--- src/rtl/exu_pkg.sv ---
package exu_pkg;

   localparam int INSTR_W = 13;
   localparam int RADDR_W = 6;
   localparam int BIDX_W  = 3;
   localparam int KFLD_W  = 10;

   typedef enum logic [4:0] {
      OP_NOP,
      OP_OR,
      OP_AND,
      OP_XOR,
      OP_ADD,
      OP_MOV,
      OP_COM,
      OP_INC,
      OP_DECSKIP,
      OP_INCSKIP,
      OP_RRC,
      OP_RLC,
      OP_SWAP,
      OP_BCLR,
      OP_BSET,
      OP_BTSTC,
      OP_BTSTS
   } exu_op_e;

   typedef struct packed {
      exu_op_e             op;
      logic                to_reg;
      logic                is_call;
      logic                is_jmp;
      logic [BIDX_W-1:0]   bit_idx;
      logic [RADDR_W-1:0]  raddr;
      logic [KFLD_W-1:0]   kfield;
   } exu_dec_t;

endpackage

--- src/rtl/exu_decode.sv ---
module exu_decode
   import exu_pkg::*;
(
   input  logic [INSTR_W-1:0] instr,
   output exu_dec_t           dec
);

   always_comb begin
      dec         = '0;
      dec.op      = OP_NOP;
      dec.raddr   = instr[RADDR_W-1:0];
      dec.kfield  = instr[KFLD_W-1:0];
      dec.bit_idx = instr[8:6];
      if (instr[12]) begin
         unique case (instr[11:10])
            2'b00:   dec.is_call = 1'b1;
            2'b01:   dec.is_jmp  = 1'b1;
            default: ;
         endcase
      end else if (instr[11]) begin
         unique case (instr[10:9])
            2'b00: begin dec.op = OP_BCLR;  dec.to_reg = 1'b1; end
            2'b01: begin dec.op = OP_BSET;  dec.to_reg = 1'b1; end
            2'b10: dec.op = OP_BTSTC;
            2'b11: dec.op = OP_BTSTS;
            default: ;
         endcase
      end else begin
         dec.to_reg = instr[6];
         unique case (instr[10:7])
            4'b0100: dec.op = OP_OR;
            4'b0101: dec.op = OP_AND;
            4'b0110: dec.op = OP_XOR;
            4'b0111: dec.op = OP_ADD;
            4'b1000: dec.op = OP_MOV;
            4'b1001: dec.op = OP_COM;
            4'b1010: dec.op = OP_INC;
            4'b1011: dec.op = OP_DECSKIP;
            4'b1100: dec.op = OP_RRC;
            4'b1101: dec.op = OP_RLC;
            4'b1110: dec.op = OP_SWAP;
            4'b1111: dec.op = OP_INCSKIP;
            default: begin dec.op = OP_NOP; dec.to_reg = 1'b0; end
         endcase
      end
   end

endmodule

--- src/rtl/exu_alu.sv ---
module exu_alu
   import exu_pkg::*;
#(
   parameter int DW        = 8,
   parameter bit SPLIT_ADD = 1'b0
)(
   input  exu_dec_t        dec,
   input  logic [DW-1:0]   a,
   input  logic [DW-1:0]   r,
   input  logic            c_in,
   output logic [DW-1:0]   res,
   output logic            wr,
   output logic            skip,
   output logic            upd_z,
   output logic            upd_c,
   output logic            upd_dc,
   output logic            c_new,
   output logic            dc_new
);

   localparam int HALF = DW / 2;

   if ((DW % 2) != 0 || DW < 8) begin : g_bad_width
      $error("exu_alu: DW must be even and at least 8");
   end

   logic [DW-1:0] sum;
   logic          sum_c;
   logic          sum_dc;

   if (SPLIT_ADD) begin : g_split_add
      logic [HALF:0]    lo;
      logic [DW-HALF:0] hi;
      always_comb begin
         lo = {1'b0, a[HALF-1:0]} + {1'b0, r[HALF-1:0]};
         hi = {1'b0, a[DW-1:HALF]} + {1'b0, r[DW-1:HALF]} + {{(DW-HALF){1'b0}}, lo[HALF]};
      end
      assign sum    = {hi[DW-HALF-1:0], lo[HALF-1:0]};
      assign sum_c  = hi[DW-HALF];
      assign sum_dc = lo[HALF];
   end else begin : g_flat_add
      logic [DW:0] full;
      assign full   = {1'b0, a} + {1'b0, r};
      assign sum    = full[DW-1:0];
      assign sum_c  = full[DW];
      assign sum_dc = full[HALF] ^ a[HALF] ^ r[HALF];
   end

   logic [DW-1:0] mask;
   assign mask = {{(DW-1){1'b0}}, 1'b1} << dec.bit_idx;

   always_comb begin
      res    = '0;
      wr     = 1'b1;
      skip   = 1'b0;
      upd_z  = 1'b0;
      upd_c  = 1'b0;
      upd_dc = 1'b0;
      c_new  = c_in;
      dc_new = 1'b0;
      unique case (dec.op)
         OP_OR:  begin res = a | r; upd_z = 1'b1; end
         OP_AND: begin res = a & r; upd_z = 1'b1; end
         OP_XOR: begin res = a ^ r; upd_z = 1'b1; end
         OP_ADD: begin
            res = sum; upd_z = 1'b1; upd_c = 1'b1; upd_dc = 1'b1;
            c_new = sum_c; dc_new = sum_dc;
         end
         OP_MOV: begin res = r;      upd_z = 1'b1; end
         OP_COM: begin res = ~r;     upd_z = 1'b1; end
         OP_INC: begin res = r + 1'b1; upd_z = 1'b1; end
         OP_DECSKIP: begin res = r - 1'b1; skip = (res == '0); end
         OP_INCSKIP: begin res = r + 1'b1; skip = (res == '0); end
         OP_RRC: begin
            res = {c_in, r[DW-1:1]}; upd_c = 1'b1; c_new = r[0];
         end
         OP_RLC: begin
            res = {r[DW-2:0], c_in}; upd_c = 1'b1; c_new = r[DW-1];
         end
         OP_SWAP: res = {r[HALF-1:0], r[DW-1:HALF]};
         OP_BCLR: res = r & ~mask;
         OP_BSET: res = r | mask;
         OP_BTSTC: begin wr = 1'b0; skip = ~|(r & mask); end
         OP_BTSTS: begin wr = 1'b0; skip =  |(r & mask); end
         default: wr = 1'b0;
      endcase
   end

   always_comb begin
      if (dec.op == OP_BTSTC || dec.op == OP_BTSTS || dec.op == OP_NOP)
         assert_testop_nowrite_R9: assert (!wr);
   end

endmodule

--- src/rtl/exu_branch.sv ---
module exu_branch
   import exu_pkg::*;
#(
   parameter int PCW = 12
)(
   input  exu_dec_t                dec,
   input  logic [PCW-KFLD_W-1:0]   page,
   input  logic [PCW-1:0]          pc,
   output logic                    call_req,
   output logic                    jmp_req,
   output logic [PCW-1:0]          target,
   output logic [PCW-1:0]          ret_addr
);

   if (PCW <= KFLD_W) begin : g_bad_pcw
      $error("exu_branch: PCW must exceed the 10-bit target field");
   end

   assign call_req = dec.is_call;
   assign jmp_req  = dec.is_jmp;
   assign target   = {page, dec.kfield};
   assign ret_addr = pc + {{(PCW-1){1'b0}}, 1'b1};

   always_comb begin
      assert_branch_excl_R10: assert (!(call_req && jmp_req));
   end

endmodule

--- src/rtl/exu_core.sv ---
module exu_core
   import exu_pkg::*;
#(
   parameter int DW        = 8,
   parameter int PCW       = 12,
   parameter bit SPLIT_ADD = 1'b0
)(
   input  logic                    clk,
   input  logic                    rst_n,
   input  logic                    issue,
   input  logic [12:0]             instr,
   input  logic [DW-1:0]           acc_i,
   input  logic [DW-1:0]           opnd_i,
   input  logic [PCW-1:0]          pc_i,
   input  logic [PCW-11:0]         page_i,
   output logic [5:0]              rd_addr,
   output logic                    acc_we,
   output logic [DW-1:0]           acc_wd,
   output logic                    rf_we,
   output logic [5:0]              rf_waddr,
   output logic [DW-1:0]           rf_wd,
   output logic                    skip,
   output logic                    call_req,
   output logic                    jmp_req,
   output logic [PCW-1:0]          br_target,
   output logic [PCW-1:0]          push_pc,
   output logic                    flag_z,
   output logic                    flag_c,
   output logic                    flag_dc
);

   localparam int PAGEW = PCW - KFLD_W;

   if (PAGEW < 1) begin : g_bad_page
      $error("exu_core: page field must be at least one bit");
   end

   exu_dec_t       dec;
   logic [DW-1:0]  res;
   logic           wr, alu_skip, upd_z, upd_c, upd_dc, c_new, dc_new;
   logic           br_call, br_jmp;

   exu_decode u_dec (
      .instr (instr),
      .dec   (dec)
   );

   exu_alu #(.DW(DW), .SPLIT_ADD(SPLIT_ADD)) u_alu (
      .dec    (dec),
      .a      (acc_i),
      .r      (opnd_i),
      .c_in   (flag_c),
      .res    (res),
      .wr     (wr),
      .skip   (alu_skip),
      .upd_z  (upd_z),
      .upd_c  (upd_c),
      .upd_dc (upd_dc),
      .c_new  (c_new),
      .dc_new (dc_new)
   );

   exu_branch #(.PCW(PCW)) u_br (
      .dec      (dec),
      .page     (page_i[PAGEW-1:0]),
      .pc       (pc_i),
      .call_req (br_call),
      .jmp_req  (br_jmp),
      .target   (br_target),
      .ret_addr (push_pc)
   );

   assign rd_addr  = dec.raddr;
   assign rf_waddr = dec.raddr;
   assign acc_wd   = res;
   assign rf_wd    = res;
   assign acc_we   = issue & wr & ~dec.to_reg;
   assign rf_we    = issue & wr &  dec.to_reg;
   assign skip     = issue & alu_skip;
   assign call_req = issue & br_call;
   assign jmp_req  = issue & br_jmp;

   always_ff @(posedge clk or negedge rst_n) begin
      if (!rst_n) begin
         flag_z  <= 1'b0;
         flag_c  <= 1'b0;
         flag_dc <= 1'b0;
      end else if (issue) begin
         if (upd_z)  flag_z  <= (res == '0);
         if (upd_c)  flag_c  <= c_new;
         if (upd_dc) flag_dc <= dc_new;
      end
   end

   assert_nop_quiet_R11: assert property (@(posedge clk) disable iff (!rst_n)
      (issue && (instr[12:9] == 4'b0000 || instr[12:11] == 2'b11))
      |-> (!acc_we && !rf_we && !skip && !call_req && !jmp_req));

   assert_hold_flags_R12: assert property (@(posedge clk) disable iff (!rst_n)
      !issue |=> $stable({flag_z, flag_c, flag_dc}));

   assert_idle_quiet_R12: assert property (@(posedge clk) disable iff (!rst_n)
      !issue |-> !(acc_we || rf_we || skip || call_req || jmp_req));

   assert_swap_flags_R7: assert property (@(posedge clk) disable iff (!rst_n)
      (issue && instr[12:7] == 6'b001110) |=> $stable({flag_z, flag_c, flag_dc}));

   assert_skip_noflags_R5: assert property (@(posedge clk) disable iff (!rst_n)
      (issue && skip) |=> $stable({flag_z, flag_c, flag_dc}));

   assert_rot_conly_R6: assert property (@(posedge clk) disable iff (!rst_n)
      (issue && instr[12:8] == 5'b00110) |=> $stable({flag_z, flag_dc}));

   assert_one_dest_R2: assert property (@(posedge clk) disable iff (!rst_n)
      !(acc_we && rf_we));

   assert_bitop_nozflag_R8: assert property (@(posedge clk) disable iff (!rst_n)
      (issue && instr[12:11] == 2'b01) |=> $stable({flag_z, flag_c, flag_dc}));

endmodule

--- config.mk ---
export PLATFORM = sky130hd
export DESIGN_NAME = exu_core
export DESIGN_NICKNAME = d
export VERILOG_FILES = /design/src/rtl/exu_pkg.sv /design/src/rtl/exu_decode.sv /design/src/rtl/exu_alu.sv /design/src/rtl/exu_branch.sv /design/src/rtl/exu_core.sv
export SDC_FILE = /design/constraint.sdc
export NUM_CORES = 1
export LEC_CHECK = 0
export ABC_AREA = 1
export BUFFER_PORTS_ARGS = -buffer_cell sky130_fd_sc_hd__buf_2
export CAP_MARGIN = 20
export CORE_ASPECT_RATIO = 0.6
export CORE_UTILIZATION = 45
export DETAILED_ROUTE_END_ITERATION = 8
export PLACE_DENSITY = 0.76
export SYNTH_ARGS = -nofsm -noshare
export SYNTH_HDL_FRONTEND = slang
export SYNTH_HIERARCHICAL = 1
export SYNTH_SLANG_ARGS = --single-unit
--- constraint.sdc ---
create_clock -name clk -period 3.25 [get_ports clk]
set_clock_uncertainty 0.2 [all_clocks]
set_input_delay 0.325 -clock clk [delete_from_list [all_inputs] [get_ports clk]]
set_output_delay 0.325 -clock clk [all_outputs]
set_load 0.03 [all_outputs]
==> impl_metrics.sql <==
INSERT INTO impl_metrics (metric_group, metric, value, unit) VALUES
('outcome', 'run_status', 'completed', ''),
('timing', 'finalSetupViolCount', '0', ''),
('drt', 'remaining_drc_errors', '0', ''),
('drt', 'drtPass1Iterations', '6', ''),
('grt', 'gr-total-overflow', '0', ''),
('drt', 'antenna_left', '0', ''),
('timing', 'worst_max_slew_margin_expressed_relative_to_the_limit', '68.02', '%'),
('placement', 'routabilityCongestion', '1.089', ''),
('logic_synthesis', 'synthFlopType', 'dfrtp_1', ''),
('clock_tree', 'h-tree-depth', '1', ''),
('layout', 'stdcell_count', '714', ''),
('layout', 'final_util', '54.45', '%'),
('clock_tree', 'max-clock-path-buffers', '2', ''),
('timing', 'min_period_over_period', '96.50', '%'),
('floorplanning', 'width_of_the_chip', '108.9', 'um'),
('setup_path', 'cp_max_fo', '6', ''),
('logic_synthesis', 'yosys_warnings', '6', ''),
('grt', 'largest_net_degree_at_the_start_of_global_routing', '17', ''),
('setup_path', 'worstPathRequired', '2.72', 'ns'),
('clock_tree', 'cts-root-buf', 'clkbuf_16', ''),
('pwr', 'powerDensity', '264.9', 'nW/um^2'),
('floorplanning', 'initial_core_util', '48.50', '%'),
('logic_synthesis', 'synth.ff_latch_count', '3', ''),
('timing', 'worst_slew_pin_slew', '0.4779', 'ns'),
('layout', 'syn2layout_area_growth', '12.25', '%'),
('floorplanning', 'floorplan.core_area', '6359', 'sq um'),
('floorplanning', 'row_count', '22', ''),
('floorplanning', 'floorplan.die.height', '66.13', 'um'),
('drt', 'vias', '3973', ''),
('logic_synthesis', 'synthesis.nets', '652', ''),
('grt', 'met1_usage', '40.76', '%'),
('grt', 'grt_busiest_layer', 'met2', ''),
('grt', 'antenna_found_initial', '0', ''),
('grt', 'grt_pass1_vias', '3502', ''),
('clock_tree', 'cts_tree', 'done', ''),
('placement', 'detailedPlacementHpwl', '8527', 'um'),
('layout', 'post_route_cells_drive_above_1_share', '23.02', '%'),
('hold_path', 'timing.hold.worst.class', 'in2async', ''),
('timing', 'fmax', '0.3189', 'GHz'),
('clock_tree', 'path_clk_slew', '0.03', 'ns'),
('setup_path', 'reg2regPathDepth', '9', ''),
('setup_path', 'critical_path.endpoint_type', 'output pin', ''),
('logic_synthesis', 'synth.cell_area', '3084', 'sq um'),
('timing', 'hold-worst-slack', '0.2169', 'ns'),
('drt', 'route.detailed.vias_per_inst', '5.564', ''),
('floorplanning', 'top_level_ports', '106', ''),
('clock_tree', 'cts_inserted_buffers', '3', ''),
('timing', 'grt_setup_unrepaired', 'yes', ''),
('logic_synthesis', 'synth_enable_flop_cells', '0', ''),
('run', 'max_cap_viol_count', '0', ''),
('floorplanning', 'die_area', '7200', 'sq um'),
('drt', 'drt_wl_total', '10620', 'um'),
('pwr', 'leakagePower', '1.939', 'nW'),
('grt', 'grtUsageMet2', '43.32', '%'),
('setup_path', 'timing.setup.critical_path_class', 'in2out', ''),
('timing', 'layout_min_cycle_time', '3.136', 'ns'),
('logic_synthesis', 'synth_cell_type_count', '38', ''),
('logic_synthesis', 'postSynthAreaPerCell', '5.254', 'sq um'),
('timing', 'drv_slew', '0', ''),
('clock_tree', 'number_of_clock_sinks', '3', ''),
('logic_synthesis', 'ys_async_sr_fraction', '100.0', '%'),
('grt', 'met3_global_route_usage', '10.74', '%'),
('layout', 'nets', '696', ''),
('grt', 'global_route.usage.total', '29.52', '%'),
('placement', 'dp.cells', '701', ''),
('drt', 'wl_cell', '14.87', 'um'),
('pwr', 'vdd.ir_drop.worst', '0.0005515', 'V'),
('setup_path', 'worstPathArrival', '2.61', 'ns'),
('drt', 'dr.first_iter.drc_count', '631', ''),
('clock_tree', 'clk_latency', '0.22', 'ns'),
('setup_path', 'startpoint_type', 'input pin', ''),
('placement', 'port_buffers', '77', ''),
('logic_synthesis', 'yosysSeqAreaShare', '2.434', '%'),
('timing', 'timing.final.hold_violations', '0', ''),
('grt', 'global_route_wire_length_before_repair', '16690', 'um'),
('logic_synthesis', 'post_synth_inst_count', '587', ''),
('layout', 'insertedDiodeCount', '0', '');
worst paths after layout:
kind | slack, ns | startpoint | end
max | 0.11 | instr[10] | rf_wd[0]
min | 0.22 | rst_n | flag_z$_DFFE_PN0P_
max reg2reg | 1.59 | flag_c$_DFFE_PN0P_ | flag_z$_DFFE_PN0P_
min reg2reg | 0.27 | flag_dc$_DFFE_PN0P_ | flag_dc$_DFFE_PN0P_
max in group asynchronous | 2.53 | rst_n | flag_c$_DFFE_PN0P_
min in group clk | 0.24 | issue | flag_dc$_DFFE_PN0P_
sequential cells by signal, summed over array words and instances (netlist names):
register / count
flag_z: 1
flag_c: 1
flag_dc: 1
metal layers:
layer	up-vias	part of all wire, %
li1	1924	-
met1	1734	44
met2	286	39
met3	29	15
met4	0	1.3
met5	-	0
synth_stat cells (all sizes together) (3+ instances only):
| cell | n | area share (%) |
|---|---|---|
| inv | 69 | 8.5 |
| nand2 | 192 | 24 |
| nand4 | 19 | 3.9 |
| nand3b | 6 | 1.5 |
| xnor2 | 4 | 1.1 |
| a21oi | 15 | 2.4 |
| clkinv | 3 | 0.41 |
| ha | 18 | 7.3 |
| o21ai | 28 | 4.9 |
| xor2 | 13 | 3.7 |
| nand3 | 60 | 11 |
| dfrtp | 3 | 2.4 |
| nor2 | 73 | 9.9 |
| buf | 57 | 14 |
| nor3 | 11 | 2.1 |
| o211ai | 4 | 0.97 |
cell families (layout without fill, tap and decap cells):
| kind of cell | count (synthesis) | in the layout | synth area share (%) |
|---|---|---|---|
| buffers and inverters | 131 | 174 | 22.68 |
| flip-flops | 3 | 3 | 2.434 |
| XOR/XNOR | 17 | 17 | 4.827 |
| AO/OA/AOI/OAI | 52 | 52 | 9.453 |
| AND/OR/NAND/NOR | 365 | 365 | 52.66 |
| adder cells (fa/ha/maj) | 19 | 19 | 7.951 |
area by class of cell:
type | count | area, sq um
timing repair buffer | 98 | 548.0
fill | 644 | 2897
tap | 84 | 105.1
multi-input combinational | 453 | 2379
clock buffer | 4 | 78.83
inverter | 72 | 276.5
sequential | 3 | 75.07
metrics by stage:
| step | power (W) | setup TNS [ns] | cell area, sq um | setup WS, ns |
|---|---|---|---|---|
| finish | 0.0009171 | 0 | 3462 | 0.1139 |
| floorplan | 0.0005759 | 0 | 3084 | 0.2078 |
| global placement | 0.0006726 | 0 | 3239 | 0.06277 |
| CTS | 0.0008846 | 0 | 3331 | 0.01380 |
| detailed placement | 0.0006803 | 0 | 3239 | 0.003773 |
| global route | 0.0009802 | -0.1514 | 3462 | -0.04751 |
worst max-delay path: stages:
cell and delay (ns):
buf_2 0.14, inv_1 0.13, ha_2 0.22, nor2_2 0.05, inv_1 0.07, nand3_1 0.07
a21oi_1 0.14, buf_4 0.18, nand2_2 0.12, nor2_4 0.17, nand2_2 0.12, buf_4 0.18
nand2_1 0.06, nand2_1 0.04, nand2_1 0.06, nand2_1 0.07, nor2_1 0.15, nand2_1 0.11
buf_2 0.20
timing repair:
item / in CTS / in global routing
hold buffers: 1 / 0
pin swaps: 0 / 4
resized for setup: 1 / 23
endpoints found under the hold margin: 3 / 0
setup endpoints to repair: 3 / 19
buffers inserted: 0 / 8
layout by cell type (no fill, tap or decap), types with 2 or more instances in the layout:
cell type,n
nand3_2,5
nor2_1,62
nand3b_1,6
xnor2_1,4
xor2_1,13
or2_2,2
o21ai_0,18
a21oi_1,14
ha_1,17
clkbuf_16,3
inv_1,61
nand2_1,182
inv_4,2
nor2_2,5
buf_2,76
o21ai_1,9
nor3_1,9
nor4_1,2
nand2_2,9
nand3_1,54
dfrtp_1,3
buf_4,20
nand4_1,19
o211ai_1,4
nor2_4,6
inv_2,7
power breakdown:
part           switching, W  internal [W]
Clock             0.0000337      0.000162
Sequential        0.0000136     0.0000469
Combinational      0.000465      0.000196
Power figures use the tool's default switching activity.
